**config.mk**
```make
export PLATFORM = sky130hd
export DESIGN_NAME = dmbus_slave
export DESIGN_NICKNAME = d
export VERILOG_FILES = /design/src/rtl/dmbus_pkg.sv /design/src/rtl/dmbus_sync.sv /design/src/rtl/dmbus_decode.sv /design/src/rtl/dmbus_regfile.sv /design/src/rtl/dmbus_slave.sv
export SDC_FILE = /design/constraint.sdc
export NUM_CORES = 2
export LEC_CHECK = 0
export ABC_AREA = 1
export BUFFER_PORTS_ARGS = -buffer_cell sky130_fd_sc_hd__buf_2
export CAP_MARGIN = 40
export CORE_MARGIN = 2
export CORE_UTILIZATION = 25
export CTS_CLUSTER_SIZE = 10
export DETAILED_ROUTE_END_ITERATION = 10
export GPL_TIMING_DRIVEN = 0
export HOLD_SLACK_MARGIN = 0.06
export PLACE_DENSITY = 0.37
export SLEW_MARGIN = 15
export SYNTH_ARGS = -nofsm -noshare
export SYNTH_HDL_FRONTEND = slang
export SYNTH_SLANG_ARGS = --single-unit
```
**constraint.sdc**
```tcl
create_clock -name clk -period 5.58 [get_ports clk]
set_input_delay 0.837 -clock clk [delete_from_list [all_inputs] [get_ports clk]]
set_output_delay 0.837 -clock clk [all_outputs]
set_load 0.01 [all_outputs]
```
**src/rtl/dmbus_pkg.sv**
```systemverilog
package dmbus_pkg;

  typedef struct packed {
    logic cs_n;
    logic as;
    logic ds;
    logic wr;
  } ctl_t;

  localparam ctl_t CTL_RESET = '{cs_n: 1'b1, as: 1'b0, ds: 1'b0, wr: 1'b0};

  function automatic logic f_read_active(input logic moto, input ctl_t c);
    return moto ? (c.ds && c.wr) : !c.ds;
  endfunction

  function automatic logic f_idle(input logic moto, input ctl_t c);
    return moto ? !c.ds : (c.ds && c.wr);
  endfunction

  function automatic logic f_oe(input logic moto, input ctl_t c);
    return !c.cs_n && !c.as && f_read_active(moto, c);
  endfunction

  function automatic logic f_xfer_end(input logic moto, input ctl_t prv, input ctl_t cur);
    logic wr_rise, ds_fall;
    wr_rise = !moto && !prv.wr && cur.wr;
    ds_fall = moto && prv.ds && !cur.ds && !prv.wr;
    return (wr_rise || ds_fall) && !prv.cs_n;
  endfunction

endpackage

```
**src/rtl/dmbus_sync.sv**
```systemverilog
module dmbus_sync #(
  parameter int W = 4,
  parameter logic [W-1:0] RST_VAL = '0
) (
  input  logic         clk,
  input  logic         rst_n,
  input  logic [W-1:0] d,
  output logic [W-1:0] q
);
  logic [W-1:0] meta;

  always_ff @(posedge clk or negedge rst_n) begin
    if (!rst_n) begin
      meta <= RST_VAL;
      q    <= RST_VAL;
    end else begin
      meta <= d;
      q    <= meta;
    end
  end
endmodule

```
**src/rtl/dmbus_decode.sv**
```systemverilog
module dmbus_decode
  import dmbus_pkg::*;
(
  input  logic clk,
  input  logic rst_n,
  input  logic mode_moto,
  input  ctl_t ctl_s,
  output logic ev_mux_latch,
  output logic ev_nm_latch,
  output logic ev_wr_data,
  output logic oe
);
  ctl_t ctl_p;
  logic xfer_end;

  always_ff @(posedge clk or negedge rst_n) begin
    if (!rst_n) ctl_p <= CTL_RESET;
    else        ctl_p <= ctl_s;
  end

  assign xfer_end     = f_xfer_end(mode_moto, ctl_p, ctl_s);
  assign ev_nm_latch  = xfer_end && ctl_p.as;
  assign ev_wr_data   = xfer_end && !ctl_p.as;
  assign ev_mux_latch = !ctl_p.cs_n && ctl_p.as && !ctl_s.as && f_idle(mode_moto, ctl_p);
  assign oe           = f_oe(mode_moto, ctl_s);
endmodule

```
**src/rtl/dmbus_regfile.sv**
```systemverilog
module dmbus_regfile #(
  parameter int ADDR_W = 8,
  parameter int DATA_W = 8,
  localparam int DEPTH = 1 << ADDR_W
) (
  input  logic              clk,
  input  logic              rst_n,
  input  logic              we,
  input  logic [ADDR_W-1:0] addr,
  input  logic [DATA_W-1:0] wdata,
  output logic [DATA_W-1:0] rdata
);
  logic [DATA_W-1:0] mem [DEPTH];

  always_ff @(posedge clk or negedge rst_n) begin
    if (!rst_n) begin
      for (int i = 0; i < DEPTH; i++) mem[i] <= '0;
    end else if (we) begin
      mem[addr] <= wdata;
    end
  end

  assign rdata = mem[addr];
endmodule

```
**src/rtl/dmbus_slave.sv**
```systemverilog
module dmbus_slave
  import dmbus_pkg::*;
#(
  parameter int ADDR_W = 8,
  parameter int DATA_W = 8
) (
  input  logic              clk,
  input  logic              rst_n,
  input  logic              mode_moto,
  input  logic              cs_n,
  input  logic              bus_as,
  input  logic              bus_ds,
  input  logic              bus_wr,
  input  logic [DATA_W-1:0] ad_in,
  output logic [DATA_W-1:0] ad_out,
  output logic              ad_oe
);
  localparam int CTL_W = $bits(ctl_t);

  logic [CTL_W-1:0]  ctl_raw, ctl_q;
  ctl_t              ctl_s;
  logic [DATA_W-1:0] bus_s;
  logic              ev_mux_latch, ev_nm_latch, ev_wr_data;
  logic              oe;
  logic [ADDR_W-1:0] addr_q;
  logic [DATA_W-1:0] rd_data;

  assign ctl_raw = {cs_n, bus_as, bus_ds, bus_wr};

  dmbus_sync #(.W(CTL_W), .RST_VAL(CTL_RESET)) u_sync_ctl (
    .clk(clk), .rst_n(rst_n), .d(ctl_raw), .q(ctl_q)
  );

  dmbus_sync #(.W(DATA_W), .RST_VAL('0)) u_sync_bus (
    .clk(clk), .rst_n(rst_n), .d(ad_in), .q(bus_s)
  );

  assign ctl_s = ctl_t'(ctl_q);

  dmbus_decode u_decode (
    .clk(clk), .rst_n(rst_n), .mode_moto(mode_moto), .ctl_s(ctl_s),
    .ev_mux_latch(ev_mux_latch), .ev_nm_latch(ev_nm_latch),
    .ev_wr_data(ev_wr_data), .oe(oe)
  );

  always_ff @(posedge clk or negedge rst_n) begin
    if (!rst_n)                         addr_q <= '0;
    else if (ev_mux_latch || ev_nm_latch) addr_q <= bus_s[ADDR_W-1:0];
  end

  dmbus_regfile #(.ADDR_W(ADDR_W), .DATA_W(DATA_W)) u_regs (
    .clk(clk), .rst_n(rst_n), .we(ev_wr_data), .addr(addr_q),
    .wdata(bus_s), .rdata(rd_data)
  );

  assign ad_oe  = oe;
  assign ad_out = oe ? rd_data : '0;
endmodule

```
==> flow_summary.ini <==
[outcome]
status = finished with violations
violations = setup timing

[drt]
highest_layer = met5
wl_per_cell_microns = 26.9
wl_mm = 506
ant_nets = 0
drc = 0
wl_met3_mm = 27.1
wl_met1_mm = 231
wl_met2_mm = 225
dr.pass1.iters = 6
first_iter_violations = 9330
vias = 89700
post_drt_via_cell_ratio = 4.77

[worst_setup_path]
critical_path.max_stage_delay_ns = 0.68
path_buf_inv = 4
crit_chain = inv_2 > clkbuf_2 > clkbuf_1 > nand2_1 > nand2_1 > nand2_1 > nand2_1 > nor2_1 > nor2_2 > nor2_1 > nand2_1 > nand2_1 > nand2_1 > nor2_1 > nor2_2 > buf_2
cp_common_cell = nand2_1
end_kind = output pin
arrival_ns = 4.78
path_max_fanout = 10
cp_top_family = simple AND/OR/NAND/NOR gates
critPathKind = reg -> out
required_ns = 4.74
crit_slowest_cell = clkbuf_1
worstSetupStartpointType = flip-flop

[timing]
setup_ws_ns = -0.0381
finalHoldViolCount = 0
setup_viol = 2
drv_slew = 0
tns_ns = -0.0733
period_minus_slack_ns = 5.62
post-route-period-util = 1.01
slew_headroom = 0.351
whs_ns = 0.345
worstMarginPinSlew_ns = 0.973
finalClockSkew_ns = 0.0580
fmax_mhz = 178

[grt]
grt_pass1_vias = 86600
grt_max_degree = 129
grt_pass1_wl_mm = 702
grt_usage = 0.250
gr-total-overflow = 0
antenna_found_initial = 50

[yosys]
yosys.area.top_type = dfrtp_1
syn_avg_cell_area_sq_um = 7.56
yosysWarnings = 0
synth_area_sq_um = 97700
synth_nets = 12900
synth_top_cell_area_share = 0.533
ys_ff_latch = 2084
netlist_instances = 12900
ys_types = 30
ys_seq_area_frac = 0.534
yosys-top-cells-area = dfrtp_1, nand2_1, o21ai_0

[floorplanning]
die_h_microns = 629
die_w_microns = 629
num_rows = 229
coreArea_sq_um = 389000
start_util = 0.251
ios = 24
die-area_sq_um = 396000

[worst_hold_path]
min_path_type = reg -> reg

[cells_and_area]
multi_input_area_sq_um = 41100
drive_above_1_share = 0.0964
area_growth_pct = 19.0
fillers = 43100
fin_area_sq_um = 116000
nNetsFinal = 13400
instances_no_fill = 18800
seq_area_sq_um = 52200
utilization = 0.299

[clock_tree]
clock_path_buffers = 4
tritoncts = done
clock_sinks = 2084
insertion_delay_ns = 0.95
clock-root-buffer = clkbuf_16
clk_pin_slew_worst_paths_ns = 0.06
cts_buffers = 277
cts_max_level = 5
cts_post_setup_buffers_inserted = 0

[power]
vdd_drop_max_mv = 0.259
p_per_area_nw_per_um2 = 353
leakagePower_nw = 57.5

[placed_design]
place_area_sq_um = 107000
place_hpwl_mm = 380
port_buffers = 23
place_inst = 18300
gp_congestion = 0.927

[flow_run]
max-cap-violations = 0
## metrics by stage
| stage | power [mW] | setup slack, ns |
|---|---|---|
| floorplan | 18.4 | 2.85 |
| global placement | 23.0 | -49.44 |
| detailed placement | 23.3 | -0.0405 |
| CTS | 41.3 | 0.00536 |
| global route | 42.1 | -0.00391 |
| finish | 41.0 | -0.0381 |
## worst register-to-register path, delay by kind of cell, from the launching register on
family | cells | cell delay [ns]
and+or+nand+nor | 4 | 1.45
buffers and inverters | 5 | 1.69
DFF | 1 | 0.43
AOI/OAI and AO/OA | 1 | 0.08
## placed cells by master, fill, tap and decap left out, types with 2 or more instances in the layout
master and count:
nand2_1 7030, dfrtp_1 2081, o21ai_0 1636, clkbuf_1 461
nor2_1 414, o21ai_1 348, clkbuf_16 283, buf_2 281
nand3_1 152, buf_6 133, a21oi_1 90, nand2_2 88
clkbuf_2 82, clkbuf_8 68, nand2_4 67, buf_4 56
buf_8 46, buf_16 41, buf_1 28, nor2_4 28
inv_1 25, inv_2 23, clkinv_2 23, nor2_2 18
diode_2 16, clkbuf_4 14, buf_12 13, dlygate4sd3_1 13
clkinv_8 10, nor3_2 9, o21ai_2 8, inv_6 4
clkinv_1 3, inv_4 3, bufinv_16 3, dfstp_2 3
nor2_8 2, nor3_4 2
## state kept, by name, indices dropped and copies added (netlist names)
| register | flops |
|---|---|
| addr_q | 8 |
| u_decode.ctl_p | 4 |
| u_regs.mem | 2048 |
| u_sync_bus.meta | 8 |
| u_sync_bus.q | 8 |
| u_sync_ctl.meta | 4 |
| u_sync_ctl.q | 4 |
## report_power, final
group | total (mW) | switching (mW) | internal [mW] | leakage [nW]
sequential | 15.6 | 0.189 | 15.4 | 29.0
clock | 17.8 | 7.44 | 10.3 | 4.29
combinational | 7.63 | 6.37 | 1.26 | 24.2
## Yosys cell counts (all sizes together)
library cell     n
dfrtp         2081
nand3          152
dfstp            3
nor2           462
o21ai         1992
buf            428
nand2         7185
clkinv           3
a21oi           90
nor4             1
a32o             1
inv             51
clkbuf         473
nor3            12
## cell type report
class / count / share of cell area
plain buffers: 900 / 0.0401
multi-input cells: 9895 / 0.353
well taps: 5197 / 0.0559
inverters: 54 / 0.00181
diodes: 16 / 0.000344
clock buffers: 424 / 0.0713
flip-flops and latches: 2084 / 0.448
clock inverters: 42 / 0.00370
repair buffers: 195 / 0.0254
## routing by layer
metal  up-vias  track usage
li1      41700            -
met1     44600        0.352
met2      2693        0.392
met3       697       0.0319
met4         4       0.0932
met5         -            0
## timing repair
action / CTS / global route
gates resized for setup: 100 / 25
hold buffers: 13 / 0
endpoints found under the setup margin: 8 / 6
cloned: 0 / 0
endpoints found under the hold margin: 67 / 0
## final timing paths
kind / slack (ns) / cells past startpoint / start / endpoint
min: 0.34 / 0 / u_sync_ctl.meta[2] / u_sync_ctl.q[2]
max: -0.04 / 16 / addr_q[1] / ad_out[3]
max reg2reg: 1.76 / 10 / addr_q[1] / u_regs.mem[374]
max in group asynchronous: 1.87 / 7 / rst_n / u_regs.mem[1481]
min reg2reg: 0.34 / 0 / u_sync_ctl.meta[2] / u_sync_ctl.q[2]
min in group asynchronous: 0.40 / 2 / rst_n / u_regs.mem[173]
## logic make-up after synthesis
group,Yosys count,share of synthesized area
AO/OA/AOI/OAI,2083,0.107
buffers and inverters,955,0.0467
flip-flops,2084,0.534
AND/OR/NAND/NOR,7812,0.313
Note: power is estimated with default switching activity, not from simulation.
